===== config.mk =====
export PLATFORM = sky130hd
export DESIGN_NAME = uptimer_preload
export DESIGN_NICKNAME = d
export VERILOG_FILES = /design/src/rtl/uptimer_pkg.sv /design/src/rtl/uptimer_regs.sv /design/src/rtl/uptimer_reload.sv /design/src/rtl/uptimer_counter.sv /design/src/rtl/uptimer_preload.sv
export SDC_FILE = /design/constraint.sdc
export NUM_CORES = 1
export LEC_CHECK = 0
export BUFFER_PORTS_ARGS = -buffer_cell sky130_fd_sc_hd__buf_2
export CAP_MARGIN = 0
export CORE_ASPECT_RATIO = 0.8
export CORE_MARGIN = 10
export CORE_UTILIZATION = 60
export CTS_BUF_LIST = sky130_fd_sc_hd__clkbuf_4 sky130_fd_sc_hd__clkbuf_8
export DETAILED_ROUTE_END_ITERATION = 6
export PLACE_DENSITY = 0.88
export SLEW_MARGIN = 20
export SYNTH_ARGS = -nofsm -noshare
export SYNTH_HDL_FRONTEND = slang
export SYNTH_SLANG_ARGS = --single-unit

===== constraint.sdc =====
create_clock -name clk -period 5.1 [get_ports clk]
set_input_delay 0.765 -clock clk [delete_from_list [all_inputs] [get_ports clk]]
set_output_delay 0.765 -clock clk [all_outputs]
set_load 0.01 [all_outputs]

===== src/rtl/uptimer_pkg.sv =====
package uptimer_pkg;

  // register byte offsets
  localparam int unsigned OFS_CMD  = 'h00;
  localparam int unsigned OFS_CTRL = 'h04;
  localparam int unsigned OFS_IEN  = 'h08;
  localparam int unsigned OFS_FLAG = 'h0C;
  localparam int unsigned OFS_TRIG = 'h10;
  localparam int unsigned OFS_CNT  = 'h14;
  localparam int unsigned OFS_RLD  = 'h18;

  // bit positions
  localparam int unsigned B_START = 0;
  localparam int unsigned B_STOP  = 1;
  localparam int unsigned B_RUN   = 2;
  localparam int unsigned B_BUF   = 4;
  localparam int unsigned B_OVFO  = 2;
  localparam int unsigned B_DIS   = 1;

  // the counter has reached its limit
  function automatic logic at_limit(input logic [31:0] cnt, input logic [31:0] lim);
    return cnt == lim;
  endfunction

  // an update event is formed from overflow or software trigger
  function automatic logic update_fires(input logic ovf, input logic trig,
                                        input logic dis, input logic ovf_only);
    return !dis && (ovf || (trig && !ovf_only));
  endfunction

endpackage


===== src/rtl/uptimer_regs.sv =====
module uptimer_regs
  import uptimer_pkg::*;
#(
  parameter int ADDR_W = 5,
  parameter int DATA_W = 32,
  parameter int CNT_W  = 16
) (
  input  logic              clk,
  input  logic              rst_n,
  input  logic              sel,
  input  logic              we,
  input  logic [ADDR_W-1:0] addr,
  input  logic [DATA_W-1:0] wdata,
  output logic [DATA_W-1:0] rdata,
  input  logic [CNT_W-1:0]  cnt,
  input  logic [CNT_W-1:0]  rld_wait,
  input  logic              uev,
  output logic              buf_en,
  output logic              ovf_only,
  output logic              upd_dis,
  output logic              ien,
  output logic              trig,
  output logic              rld_wr,
  output logic              run_q,
  output logic              cmd_start,
  output logic              cmd_stop,
  output logic              flag,
  output logic              flag_clr,
  output logic              irq
);
  localparam logic [ADDR_W-1:0] A_CMD  = ADDR_W'(OFS_CMD);
  localparam logic [ADDR_W-1:0] A_CTRL = ADDR_W'(OFS_CTRL);
  localparam logic [ADDR_W-1:0] A_IEN  = ADDR_W'(OFS_IEN);
  localparam logic [ADDR_W-1:0] A_FLAG = ADDR_W'(OFS_FLAG);
  localparam logic [ADDR_W-1:0] A_TRIG = ADDR_W'(OFS_TRIG);
  localparam logic [ADDR_W-1:0] A_CNT  = ADDR_W'(OFS_CNT);
  localparam logic [ADDR_W-1:0] A_RLD  = ADDR_W'(OFS_RLD);

  logic wr;
  logic run_req;

  assign wr        = sel && we;
  assign cmd_start = wr && (addr == A_CMD) && wdata[B_START];
  assign cmd_stop  = wr && (addr == A_CMD) && wdata[B_STOP];
  assign trig      = wr && (addr == A_TRIG) && wdata[0];
  assign rld_wr    = wr && (addr == A_RLD);
  assign flag_clr  = wr && (addr == A_FLAG) && wdata[0];
  assign irq       = flag && ien;

  // command request, then one-cycle delayed running status
  always_ff @(posedge clk or negedge rst_n) begin
    if (!rst_n) begin
      run_req <= 1'b0;
      run_q   <= 1'b0;
    end else begin
      if (cmd_stop)       run_req <= 1'b0;
      else if (cmd_start) run_req <= 1'b1;
      run_q <= run_req;
    end
  end

  always_ff @(posedge clk or negedge rst_n) begin
    if (!rst_n) begin
      buf_en   <= 1'b0;
      ovf_only <= 1'b0;
      upd_dis  <= 1'b0;
      ien      <= 1'b0;
    end else begin
      if (wr && addr == A_CTRL) begin
        buf_en   <= wdata[B_BUF];
        ovf_only <= wdata[B_OVFO];
        upd_dis  <= wdata[B_DIS];
      end
      if (wr && addr == A_IEN) ien <= wdata[0];
    end
  end

  // sticky flag: set has priority over clear
  always_ff @(posedge clk or negedge rst_n) begin
    if (!rst_n)        flag <= 1'b0;
    else if (uev)      flag <= 1'b1;
    else if (flag_clr) flag <= 1'b0;
  end

  always_comb begin
    rdata = '0;
    unique case (addr)
      A_CMD:   rdata[B_RUN] = run_q;
      A_CTRL: begin
        rdata[B_BUF]  = buf_en;
        rdata[B_OVFO] = ovf_only;
        rdata[B_DIS]  = upd_dis;
      end
      A_IEN:   rdata[0] = ien;
      A_FLAG:  rdata[0] = flag;
      A_CNT:   rdata = DATA_W'(cnt);
      A_RLD:   rdata = DATA_W'(rld_wait);
      default: rdata = '0;
    endcase
  end

  generate
    if (DATA_W > 8) begin : g_unused
      logic unused_wdata;
      assign unused_wdata = ^wdata[DATA_W-1:8];
    end
  endgenerate

endmodule


===== src/rtl/uptimer_reload.sv =====
module uptimer_reload #(
  parameter int CNT_W = 16
) (
  input  logic             clk,
  input  logic             rst_n,
  input  logic             rld_wr,
  input  logic [CNT_W-1:0] rld_data,
  input  logic             buf_en,
  input  logic             uev,
  output logic [CNT_W-1:0] rld_wait,
  output logic [CNT_W-1:0] rld_act
);
  always_ff @(posedge clk or negedge rst_n) begin
    if (!rst_n) begin
      rld_wait <= '1;
      rld_act  <= '1;
    end else begin
      if (rld_wr) rld_wait <= rld_data;
      if (rld_wr && !buf_en) rld_act <= rld_data;
      else if (uev)          rld_act <= rld_wait;
    end
  end
endmodule


===== src/rtl/uptimer_counter.sv =====
module uptimer_counter
  import uptimer_pkg::*;
#(
  parameter int CNT_W = 16
) (
  input  logic             clk,
  input  logic             rst_n,
  input  logic             run,
  input  logic             trig,
  input  logic             upd_dis,
  input  logic             ovf_only,
  input  logic [CNT_W-1:0] rld_act,
  output logic [CNT_W-1:0] cnt,
  output logic             ovf,
  output logic             uev
);
  assign ovf = run && at_limit(32'(cnt), 32'(rld_act));
  assign uev = update_fires(ovf, trig, upd_dis, ovf_only);

  always_ff @(posedge clk or negedge rst_n) begin
    if (!rst_n)    cnt <= '0;
    else if (trig) cnt <= '0;
    else if (run)  cnt <= ovf ? '0 : cnt + 1'b1;
  end
endmodule


===== src/rtl/uptimer_preload.sv =====
module uptimer_preload #(
  parameter int ADDR_W = 5,
  parameter int DATA_W = 32,
  parameter int CNT_W  = 16
) (
  input  logic              clk,
  input  logic              rst_n,
  input  logic              bus_sel,
  input  logic              bus_we,
  input  logic [ADDR_W-1:0] bus_addr,
  input  logic [DATA_W-1:0] bus_wdata,
  output logic [DATA_W-1:0] bus_rdata,
  output logic              irq
);
  logic [CNT_W-1:0] cnt, rld_wait, rld_act;
  logic buf_en, ovf_only, upd_dis, ien, trig, rld_wr;
  logic run_q, cmd_start, cmd_stop, flag, flag_clr, ovf, uev;

  uptimer_regs #(.ADDR_W(ADDR_W), .DATA_W(DATA_W), .CNT_W(CNT_W)) regs_i (
    .clk(clk), .rst_n(rst_n), .sel(bus_sel), .we(bus_we), .addr(bus_addr),
    .wdata(bus_wdata), .rdata(bus_rdata), .cnt(cnt), .rld_wait(rld_wait),
    .uev(uev), .buf_en(buf_en), .ovf_only(ovf_only), .upd_dis(upd_dis),
    .ien(ien), .trig(trig), .rld_wr(rld_wr), .run_q(run_q),
    .cmd_start(cmd_start), .cmd_stop(cmd_stop), .flag(flag),
    .flag_clr(flag_clr), .irq(irq)
  );

  uptimer_reload #(.CNT_W(CNT_W)) reload_i (
    .clk(clk), .rst_n(rst_n), .rld_wr(rld_wr), .rld_data(bus_wdata[CNT_W-1:0]),
    .buf_en(buf_en), .uev(uev), .rld_wait(rld_wait), .rld_act(rld_act)
  );

  uptimer_counter #(.CNT_W(CNT_W)) counter_i (
    .clk(clk), .rst_n(rst_n), .run(run_q), .trig(trig), .upd_dis(upd_dis),
    .ovf_only(ovf_only), .rld_act(rld_act), .cnt(cnt), .ovf(ovf), .uev(uev)
  );
endmodule


==> flow_summary.json, run 1 <==
{
  "wl_per_cell_um": 18.8,
  "cts_buffers": 5,
  "pin_count": 74,
  "place_area_mm2": 0.00330,
  "comb_power_share_pct": 21.6,
  "p_sw_share_pct": 30.1,
  "htreeDepth": 2,
  "clock-sinks": 55,
  "post-dp-hpwl_mm": 5.11,
  "yosysMostFrequentCell": "dfstp_2",
  "hold_depth": 0,
  "reg2reg_slack_ns": 2.68,
  "cts_root_buf": "clkbuf_8",
  "vdd_drop_max_v": 0.000216,
  "hold_class": "flop to flop",
  "nFillCells": 371,
  "maxCapViolations": 0,
  "syn_to_final_growth_pct": 7.46,
  "initial_core_util_pct": 62.5,
  "dp_slack_ns": 1.80,
  "antenna_found_initial": 0,
  "p_per_area_mw_per_mm2": 345,
  "min_to": "regs_i.run_q",
  "cts_tree": "yes",
  "finalCriticalPeriod_ns": 3.16,
  "r2r_cells": 5,
  "synthTopCellsByArea": "dfstp_2, dfrtp_1, mux2_2, xor2_1, buf_4",
  "synth-edff-count": 0,
  "synth.avg_cell_area_um2": 11.0,
  "chipWidth_um": 101,
  "hold_viol": 0,
  "port_buffers": 41,
  "cp_num_buf_inv": 2,
  "relSlewSlack_pct": 47.5,
  "utilization_pct": 67.2,
  "dp_cells": 373,
  "worstPathArrival_ns": 2.39,
  "grt_pass1_vias": 2297,
  "grt_pass1_wl_mm": 11.7,
  "finalSetupTns_ns": 0,
  "core_mm2": 0.00506,
  "worst_ep_required_time_ns": 4.34,
  "slowest_delay_ns": 0.63,
  "drive_above_1_share_pct": 37.6,
  "final_cell_area_mm2": 0.00340,
  "drt-initial-drc-count": 291,
  "leakagePower_nw": 1.51,
  "postCtsResizedCells": 0,
  "final_cells": 381,
  "worst_hold_startpoint": "regs_i.run_req",
  "crit_type": "input pin to output port",
  "synthesis.area_mm2": 0.00317,
  "ctsHoldBuffers": 0,
  "num_rows": 23,
  "status": "finished, final reports clean",
  "crit_fanout": 13,
  "regArea_mm2": 0.00142,
  "fin_skew_ns": 0.0131,
  "fmax_mhz": 317,
  "slew_viol_final": 0,
  "synthCells": 287,
  "setup_viol": 0,
  "synth_warnings": 0,
  "synthFlopType": "dfstp_2",
  "cpLargestDelayFamily": "simple AND/OR/NAND/NOR gates",
  "critPathLaunchType": "input pin",
  "worstSetupEndpointType": "output port",
  "power_frac_seq_pct": 55.5,
  "ant_nets": 0,
  "power.share.clock_pct": 22.9,
  "drt_pass1_iterations": 4,
  "vias": 2296,
  "yosysSeqAreaShare_pct": 44.7,
  "fin_ws_ns": 1.94,
  "clock_latency_ns": 0.32,
  "num_antenna_cells": 0,
  "clk_pin_slew_ns": 0.09,
  "die_y_um": 85.0,
  "slowest_stage": "and3_1",
  "overflow": 0,
  "post-route-period-util_pct": 61.9,
  "hold_slack_ns": 0.386,
  "r2r_end": "reload_i.rld_act[3]",
  "ys_types": 46,
  "netSwitchingPower_uw": 353,
  "path_cells": "buf_2 > nor3_1 > and3_1 > a22o_1 > buf_2",
  "synth_top_area_cell": "dfstp_2",
  "cts_setup_buffers": 0,
  "drc_errors": 0,
  "viasPerCell": 6.03,
  "multi_input_area_mm2": 0.00158,
  "synth_common_cells": "dfstp_2, xor2_1, dfrtp_1, mux2_2",
  "synthArstFlopShare_pct": 100,
  "gp_congestion": 0.852,
  "grtUsageTotal_pct": 16.8,
  "cts_buffer_depth": 2,
  "reg2reg_from": "reload_i.rld_act[1]",
  "total_power_mw": 1.17,
  "die_area_mm2": 0.00860,
  "grt_max_degree": 56,
  "layout.nets": 360,
  "p_int_uw": 820,
  "synth-seq-cells": 55,
  "timing.critical_path.mode_cell": "buf_2",
  "synth_top_area_share_pct": 26.5,
  "worstMarginPinSlew_ns": 0.788,
  "rsz0062_at_grt": "no",
  "wl_mm": 7.17
}
==> cells by family after synthesis <==
group,share of synthesized area [%]
AOI/OAI and AO/OA,14.4
xor gates and xnor gates,8.25
adders and majority gates,0.395
buffers and inverters,7.23
DFF,44.7
muxes,7.78
other,0.118
and+or+nand+nor,17.1
==> metal layers <==
metal | global-route usage, % | wire, um | up-vias
met5 | 0 | 0 | -
met4 | 4.55 | 59 | 0
met3 | 4.13 | 511 | 7
met2 | 26.8 | 3560 | 82
met1 | 22.1 | 3040 | 1143
li1 | - | - | 1064
==> flip-flops by register name, indices dropped and copies added (netlist names) <==
signal,cells
reload_i.rld_act,16
reload_i.rld_wait,16
regs_i.run_q,1
regs_i.ovf_only,1
regs_i.ien,1
regs_i.buf_en,1
counter_i.cnt,16
regs_i.upd_dis,1
regs_i.run_req,1
regs_i.flag,1
==> worst register-to-register path, delay by kind of cell, from the launching register on <==
family / cells / cell delay, ns
flip-flops: 1 / 0.55
AND/OR/NAND/NOR: 2 / 0.69
XOR/XNOR: 1 / 0.08
AO/OA/AOI/OAI: 2 / 1.04
==> cell type report <==
type                            instances  share of cell area, %
Multi-Input combinational cell        211                   46.5
Sequential cell                        55                   41.6
Timing Repair Buffer                   42                   6.25
Clock buffer                            7                   2.83
Tap cell                               62                   2.28
Inverter                                3                  0.331
Clock inverter                          1                  0.221
==> power by group through the flow <==
| stage | Clock, mW | Sequential [mW] | Combinational [mW] |
|---|---|---|---|
| finish | 0.268 | 0.651 | 0.253 |
| global route | 0.285 | 0.664 | 0.279 |
| CTS | 0.271 | 0.650 | 0.251 |
| detailed placement | 0 | 0.657 | 0.250 |
| global placement | 0 | 0.651 | 0.238 |
| floorplan | 0 | 0.623 | 0.222 |
==> worst max path at each step <==
stage                 from             endpoint  slack (ns)  cells past startpoint
2_1_floorplan  bus_addr[2]        bus_rdata[12]        2.23                      6
3_3_place_gp   bus_addr[2]  reload_i.rld_act[1]        1.88                      6
3_5_place_dp   bus_addr[2]  reload_i.rld_act[3]        1.80                      6
4_1_cts        bus_addr[3]         bus_rdata[5]        1.96                      5
5_1_grt        bus_addr[3]        bus_rdata[10]        1.76                      5
6_report       bus_addr[3]         bus_rdata[5]        1.94                      5
==> cells in the final DEF, fill, tap and decap left out, drive strengths merged, types with 2 or more instances in the layout <==
master,netlist,layout
buf,24,42
nand2b,16,16
nor4,3,3
a22o,14,14
o21ai,7,7
or3,2,2
xor2,28,28
nand3,12,12
nor3,4,4
conb,1,16
clkbuf,9,7
and3,6,6
o221a,16,16
nand4,9,9
mux2,21,21
dfrtp,23,23
inv,3,3
o22ai,2,2
and2,4,4
dfstp,32,32
a21oi,4,4
nand2,14,14
nor2b,2,2
nor2,18,18
Note: power is estimated with default switching activity, not from simulation.
==> run 2, diff against run 1 <==
--- a/config.mk
+++ b/config.mk
@@ -9,10 +9,10 @@
 export CAP_MARGIN = 0
 export CORE_ASPECT_RATIO = 0.8
 export CORE_MARGIN = 10
-export CORE_UTILIZATION = 60
+export CORE_UTILIZATION = 50
 export CTS_BUF_LIST = sky130_fd_sc_hd__clkbuf_4 sky130_fd_sc_hd__clkbuf_8
 export DETAILED_ROUTE_END_ITERATION = 6
-export PLACE_DENSITY = 0.88
+export PLACE_DENSITY = 0.78
 export SLEW_MARGIN = 20
 export SYNTH_ARGS = -nofsm -noshare
 export SYNTH_HDL_FRONTEND = slang
==> constraint.sdc (replaced) <==
create_clock -name clk -period 2.9 [get_ports clk]
set_input_delay 0.435 -clock clk [delete_from_list [all_inputs] [get_ports clk]]
set_output_delay 0.435 -clock clk [all_outputs]
set_load 0.01 [all_outputs]
==> run 2 against run 1 <==
Net effect:
- core utilization down 10 points
- count of clock-buffer cells in the layout down 2
- flip-flop and latch count stayed put
- die area up 16%
- routed wire length is 3.4% higher
- via count up 0.30%
- sequential power rose by 77%
- critical path depth unchanged
- register-to-register slack lost 2.1 ns
- largest power group unchanged
- highest routed layer unchanged
==> flow_summary.json, run 2 (synthesis gave the netlist of run 1 again) <==
{
  "status": "finished, final reports clean",
  "cts_setup_buffers": 0,
  "worst_ep_required_time_ns": 3.15,
  "worstSetupEndpointType": "flop",
  "setup_viol": 0,
  "port_buffers": 41,
  "cts_root_buf": "clkbuf_8",
  "wl_per_cell_um": 18.3,
  "maxCapViolations": 0,
  "postCtsResizedCells": 0,
  "htreeDepth": 2,
  "critPathLaunchType": "flop",
  "final_cell_mix": "buf_2, dfstp_2, xor2_1, dfrtp_1, mux2_2",
  "post-route-period-util_pct": 81.6,
  "pin_count": 74,
  "drt-initial-drc-count": 289,
  "num_rows": 25,
  "finalCriticalPeriod_ns": 2.36,
  "gp_congestion": 0.846,
  "worstMarginPinSlew_ns": 0.877,
  "p_per_area_mw_per_mm2": 585,
  "slew_viol_final": 0,
  "layout.nets": 365,
  "grt_pass1_vias": 2381,
  "clk_pin_slew_ns": 0.10,
  "wl_mm": 7.42,
  "grtUsageTotal_pct": 14.8,
  "drt-met1-wl_mm": 3.20,
  "clock_latency_ns": 0.31,
  "viasPerCell": 5.69,
  "initial_core_util_pct": 52.5,
  "reg2reg_slack_ns": 0.54,
  "reg_top3": "counter_i.cnt x16, reload_i.rld_act x16, reload_i.rld_wait x16",
  "r2r_cells": 5,
  "top_layer_used": "met4",
  "rsz0062_at_grt": "no",
  "cts_buffers": 5,
  "chipWidth_um": 109,
  "relSlewSlack_pct": 41.5,
  "cts_tree": "yes",
  "post-dp-hpwl_mm": 5.35,
  "num_antenna_cells": 0,
  "hold_class": "input pin to async pin",
  "ctsHoldBuffers": 0,
  "drive_above_1_share_pct": 38.3,
  "overflow": 0,
  "grt_pass1_wl_mm": 12.1,
  "vdd_drop_max_v": 0.000360,
  "die_y_um": 91.2,
  "fin_skew_ns": 0.00420,
  "die_area_mm2": 0.00994,
  "grt_max_degree": 40,
  "finalSetupTns_ns": 0,
  "vias": 2303,
  "wl_met2_mm": 3.62,
  "final_common_cell": "buf_2",
  "core_mm2": 0.00604,
  "drt_pass1_iterations": 4,
  "drc_errors": 0,
  "nFillCells": 519,
  "ant_nets": 0,
  "dp_slack_ns": 0.502,
  "wl_met3_um": 484,
  "antenna_found_initial": 0,
  "fmax_mhz": 423,
  "reg2reg_from": "counter_i.cnt[3]",
  "crit_type": "flop to flop",
  "fin_ws_ns": 0.535,
  "syn_to_final_growth_pct": 8.77,
  "crit_fanout": 16,
  "leakagePower_nw": 1.53,
  "worstPathArrival_ns": 2.62,
  "clock-sinks": 55,
  "hold_viol": 0,
  "r2r_end": "reload_i.rld_act[1]",
  "cts_buffer_depth": 2
}
[run 2: cell count changes in the layout (fill, tap and decap cells not counted), sizes merged]
cell    change
buf         +5
clkbuf      -2
clkinv      +1
inv         +1
[run 2: worst max-delay path by stage]
stage / from / end / cells past startpoint
finish: counter_i.cnt[3] / reload_i.rld_act[1] / 5
global route: counter_i.cnt[1] / reload_i.rld_act[8] / 5
CTS: counter_i.cnt[3] / reload_i.rld_act[1] / 5
detailed placement: bus_addr[2] / reload_i.rld_act[1] / 6
global placement: bus_addr[2] / reload_i.rld_act[1] / 6
floorplan: bus_addr[2] / bus_rdata[12] / 6
[run 2: cell type report]
cell class,count,area (um^2),share of cell area (%)
Multi-Input combinational cell,211,1580,45.8
Sequential cell,55,1420,41.1
Timing Repair Buffer,47,250,7.26
Tap cell,81,101,2.94
Clock buffer,5,68.8,2.00
Clock inverter,3,18.8,0.545
Inverter,3,11.3,0.327
[run 2: power breakdown]
part	total (mW)	internal (mW)	leakage, nW	switching (mW)
Clock	0.423	0.169	0.0445	0.254
Sequential	1.15	0.992	0.642	0.159
Combinational	0.441	0.234	0.845	0.206
Total	2.02	1.40	1.53	0.620
[run 2: critical path, cell delays in order, from the launching register on]
cell	delay [ns]
dfrtp_1	0.52
xor2_2	0.24
nor4_4	0.35
nand3_4	0.15
o32ai_4	0.74
o221a_2	0.31
[run 2: metrics by stage]
stage	cell area (um^2)	hold WS (ns)	util, %	power, mW	std cells
5_1_grt	3450	0.286	57.1	2.13	405
3_3_place_gp	3360	0.357	55.6	1.57	397
4_1_cts	3450	0.261	57.1	2.03	405
3_5_place_dp	3360	0.364	55.6	1.61	397
6_report	3450	0.239	57.1	2.02	405
2_1_floorplan	3220	0.139	-	1.49	302
[run 2: layer usage]
layer	vias to the layer above	global-route usage, %
met2	75	24.0
met3	10	2.61
met5	-	0
met1	1144	19.3
li1	1074	-
met4	0	5.04
==> run 3, diff against run 2 <==
--- a/config.mk
+++ b/config.mk
@@ -9,10 +9,10 @@
 export CAP_MARGIN = 0
 export CORE_ASPECT_RATIO = 0.8
 export CORE_MARGIN = 10
-export CORE_UTILIZATION = 50
+export CORE_UTILIZATION = 56
 export CTS_BUF_LIST = sky130_fd_sc_hd__clkbuf_4 sky130_fd_sc_hd__clkbuf_8
 export DETAILED_ROUTE_END_ITERATION = 6
-export PLACE_DENSITY = 0.78
+export PLACE_DENSITY = 0.83
 export SLEW_MARGIN = 20
 export SYNTH_ARGS = -nofsm -noshare
 export SYNTH_HDL_FRONTEND = slang
==> constraint.sdc (replaced) <==
create_clock -name clk -period 2.35 [get_ports clk]
set_input_delay 0.3525 -clock clk [delete_from_list [all_inputs] [get_ports clk]]
set_output_delay 0.3525 -clock clk [all_outputs]
set_load 0.01 [all_outputs]
==> run 3 against run 2 <==
Net effect:
- final area grew 2.8%
- non-clock buffer count grew 10
- first-iteration DRC count shrank 41%
- sequential share of layout area shrank 1.1 points
- sequential power grew 21%
- die area shrank 8.6%
- global-route usage grew 0.92 points
- critical endpoint is now reload_i.rld_act[3]
- largest cell class unchanged
==> flow_summary.json, run 3 (synthesis gave the netlist of run 1 again) <==
{
  "worst_ep_required_time_ns": 2.59,
  "dp_slack_ns": 0.160,
  "num_rows": 24,
  "initial_core_util_pct": 58.0,
  "netSwitchingPower_uw": 751,
  "cts_root_buf": "clkbuf_8",
  "vias": 2345,
  "drt-initial-drc-count": 171,
  "clock_latency_ns": 0.30,
  "relSlewSlack_pct": 55.9,
  "fin_skew_ns": 0.00516,
  "setup_viol": 0,
  "port_buffers": 41,
  "drc_errors": 0,
  "ant_nets": 0,
  "worstPathArrival_ns": 2.40,
  "vdd_drop_max_v": 0.000554,
  "power.share.clock_pct": 21.8,
  "layout.nets": 375,
  "post-route-period-util_pct": 91.7,
  "postCtsResizedCells": 0,
  "hold_class": "input pin to async pin",
  "grt_pass1_wl_mm": 11.9,
  "drive_above_1_share_pct": 40.1,
  "final_common_cell": "buf_2",
  "reg_top3": "counter_i.cnt x16, reload_i.rld_act x16, reload_i.rld_wait x16",
  "leakagePower_nw": 1.60,
  "worstSetupEndpointType": "flop",
  "viasPerCell": 5.69,
  "syn_to_final_growth_pct": 11.8,
  "clk_pin_slew_ns": 0.09,
  "cts_setup_buffers": 0,
  "clock-sinks": 55,
  "p_per_area_mw_per_mm2": 718,
  "crit_type": "flop to flop",
  "antenna_found_initial": 0,
  "rsz0062_at_grt": "no",
  "cts_buffers": 5,
  "utilization_pct": 64.8,
  "final_cell_mix": "buf_2, dfstp_2, xor2_1, dfrtp_1, mux2_2",
  "overflow": 0,
  "post-dp-hpwl_mm": 5.39,
  "fin_ws_ns": 0.196,
  "p_int_mw": 1.79,
  "grt_max_degree": 29,
  "ctsHoldBuffers": 0,
  "power_frac_seq_pct": 54.7,
  "hold_slack_ns": 0.0683,
  "wl_per_cell_um": 17.3,
  "num_antenna_cells": 0,
  "finalSetupTns_ns": 0,
  "status": "finished, final reports clean",
  "cts_buffer_depth": 2,
  "cts_tree": "yes",
  "nFillCells": 431,
  "htreeDepth": 2,
  "crit_fanout": 16,
  "maxCapViolations": 0,
  "finalCriticalPeriod_ns": 2.15,
  "drt_pass1_iterations": 4,
  "die_y_um": 87.3,
  "pin_count": 74,
  "die_area_mm2": 0.00908,
  "p_sw_share_pct": 29.5,
  "comb_power_share_pct": 23.5,
  "chipWidth_um": 104,
  "wl_mm": 7.14,
  "grt_pass1_vias": 2384,
  "hold_viol": 0,
  "critPathLaunchType": "flop",
  "gp_congestion": 0.856,
  "worstMarginPinSlew_ns": 0.661,
  "core_mm2": 0.00547,
  "grtUsageTotal_pct": 15.7,
  "fmax_mhz": 464,
  "slew_viol_final": 0
}
## run 3: cell count changes in the layout (fill, tap and decap cells not counted), sizes merged
cell      previous run  this run
inv                  4         3
clkbuf               5         7
clkinvlp             1         0
buf                 47        57
## run 3: power groups by stage
stage	sequential (mW)	combinational, mW	clock, mW
final	1.39	0.597	0.555
after global routing	1.42	0.651	0.599
after CTS	1.39	0.600	0.565
after detailed placement	1.41	0.597	0
after global placement	1.40	0.573	0
after floorplan	1.35	0.482	0
## run 3: per-layer routing
| metal | track usage, % | vias to the layer above | routed length (um) |
|---|---|---|---|
| li1 | - | 1093 | - |
| met2 | 27.2 | 77 | 3460 |
| met5 | 0 | - | 0 |
| met1 | 19.5 | 1165 | 3150 |
| met4 | 4.29 | 0 | 89 |
| met3 | 3.48 | 10 | 432 |
## run 3: worst max-delay path, cell delays in order, from the launching register on
cell	delay, ns
dfstp_2	0.57
xor2_2	0.09
nor4_4	0.37
nand3_4	0.16
o41a_4	0.60
o221a_2	0.29
## run 3: worst paths after layout
kind / cells after the start / from / slack (ns) / endpoint
max: 5 / reload_i.rld_act[3] / 0.20 / reload_i.rld_act[3]
min: 1 / rst_n / 0.07 / regs_i.ien
max reg2reg: 5 / reload_i.rld_act[3] / 0.20 / reload_i.rld_act[3]
min reg2reg: 0 / regs_i.run_req / 0.38 / regs_i.run_q
max in group asynchronous: 2 / rst_n / 1.63 / reload_i.rld_act[12]
min in group clk: 2 / bus_wdata[1] / 0.24 / regs_i.run_req
## run 3: cell type report
cell class / instances / area (um^2) / area share [%]
sequential: 55 / 1420 / 40.0
clock inverter: 1 / 8.76 / 0.247
inverter: 3 / 11.3 / 0.318
clock buffer: 7 / 90.1 / 2.54
timing repair buffer: 57 / 338 / 9.54
tap: 78 / 97.6 / 2.76
multi-input combinational: 211 / 1580 / 44.6
## run 3: stage by stage
step | instances | total power [mW] | instance area (um^2)
2_1_floorplan | 302 | 1.83 | 3220
3_3_place_gp | 404 | 1.97 | 3440
3_5_place_dp | 404 | 2.00 | 3440
4_1_cts | 412 | 2.56 | 3540
5_1_grt | 412 | 2.67 | 3540
6_report | 412 | 2.54 | 3540
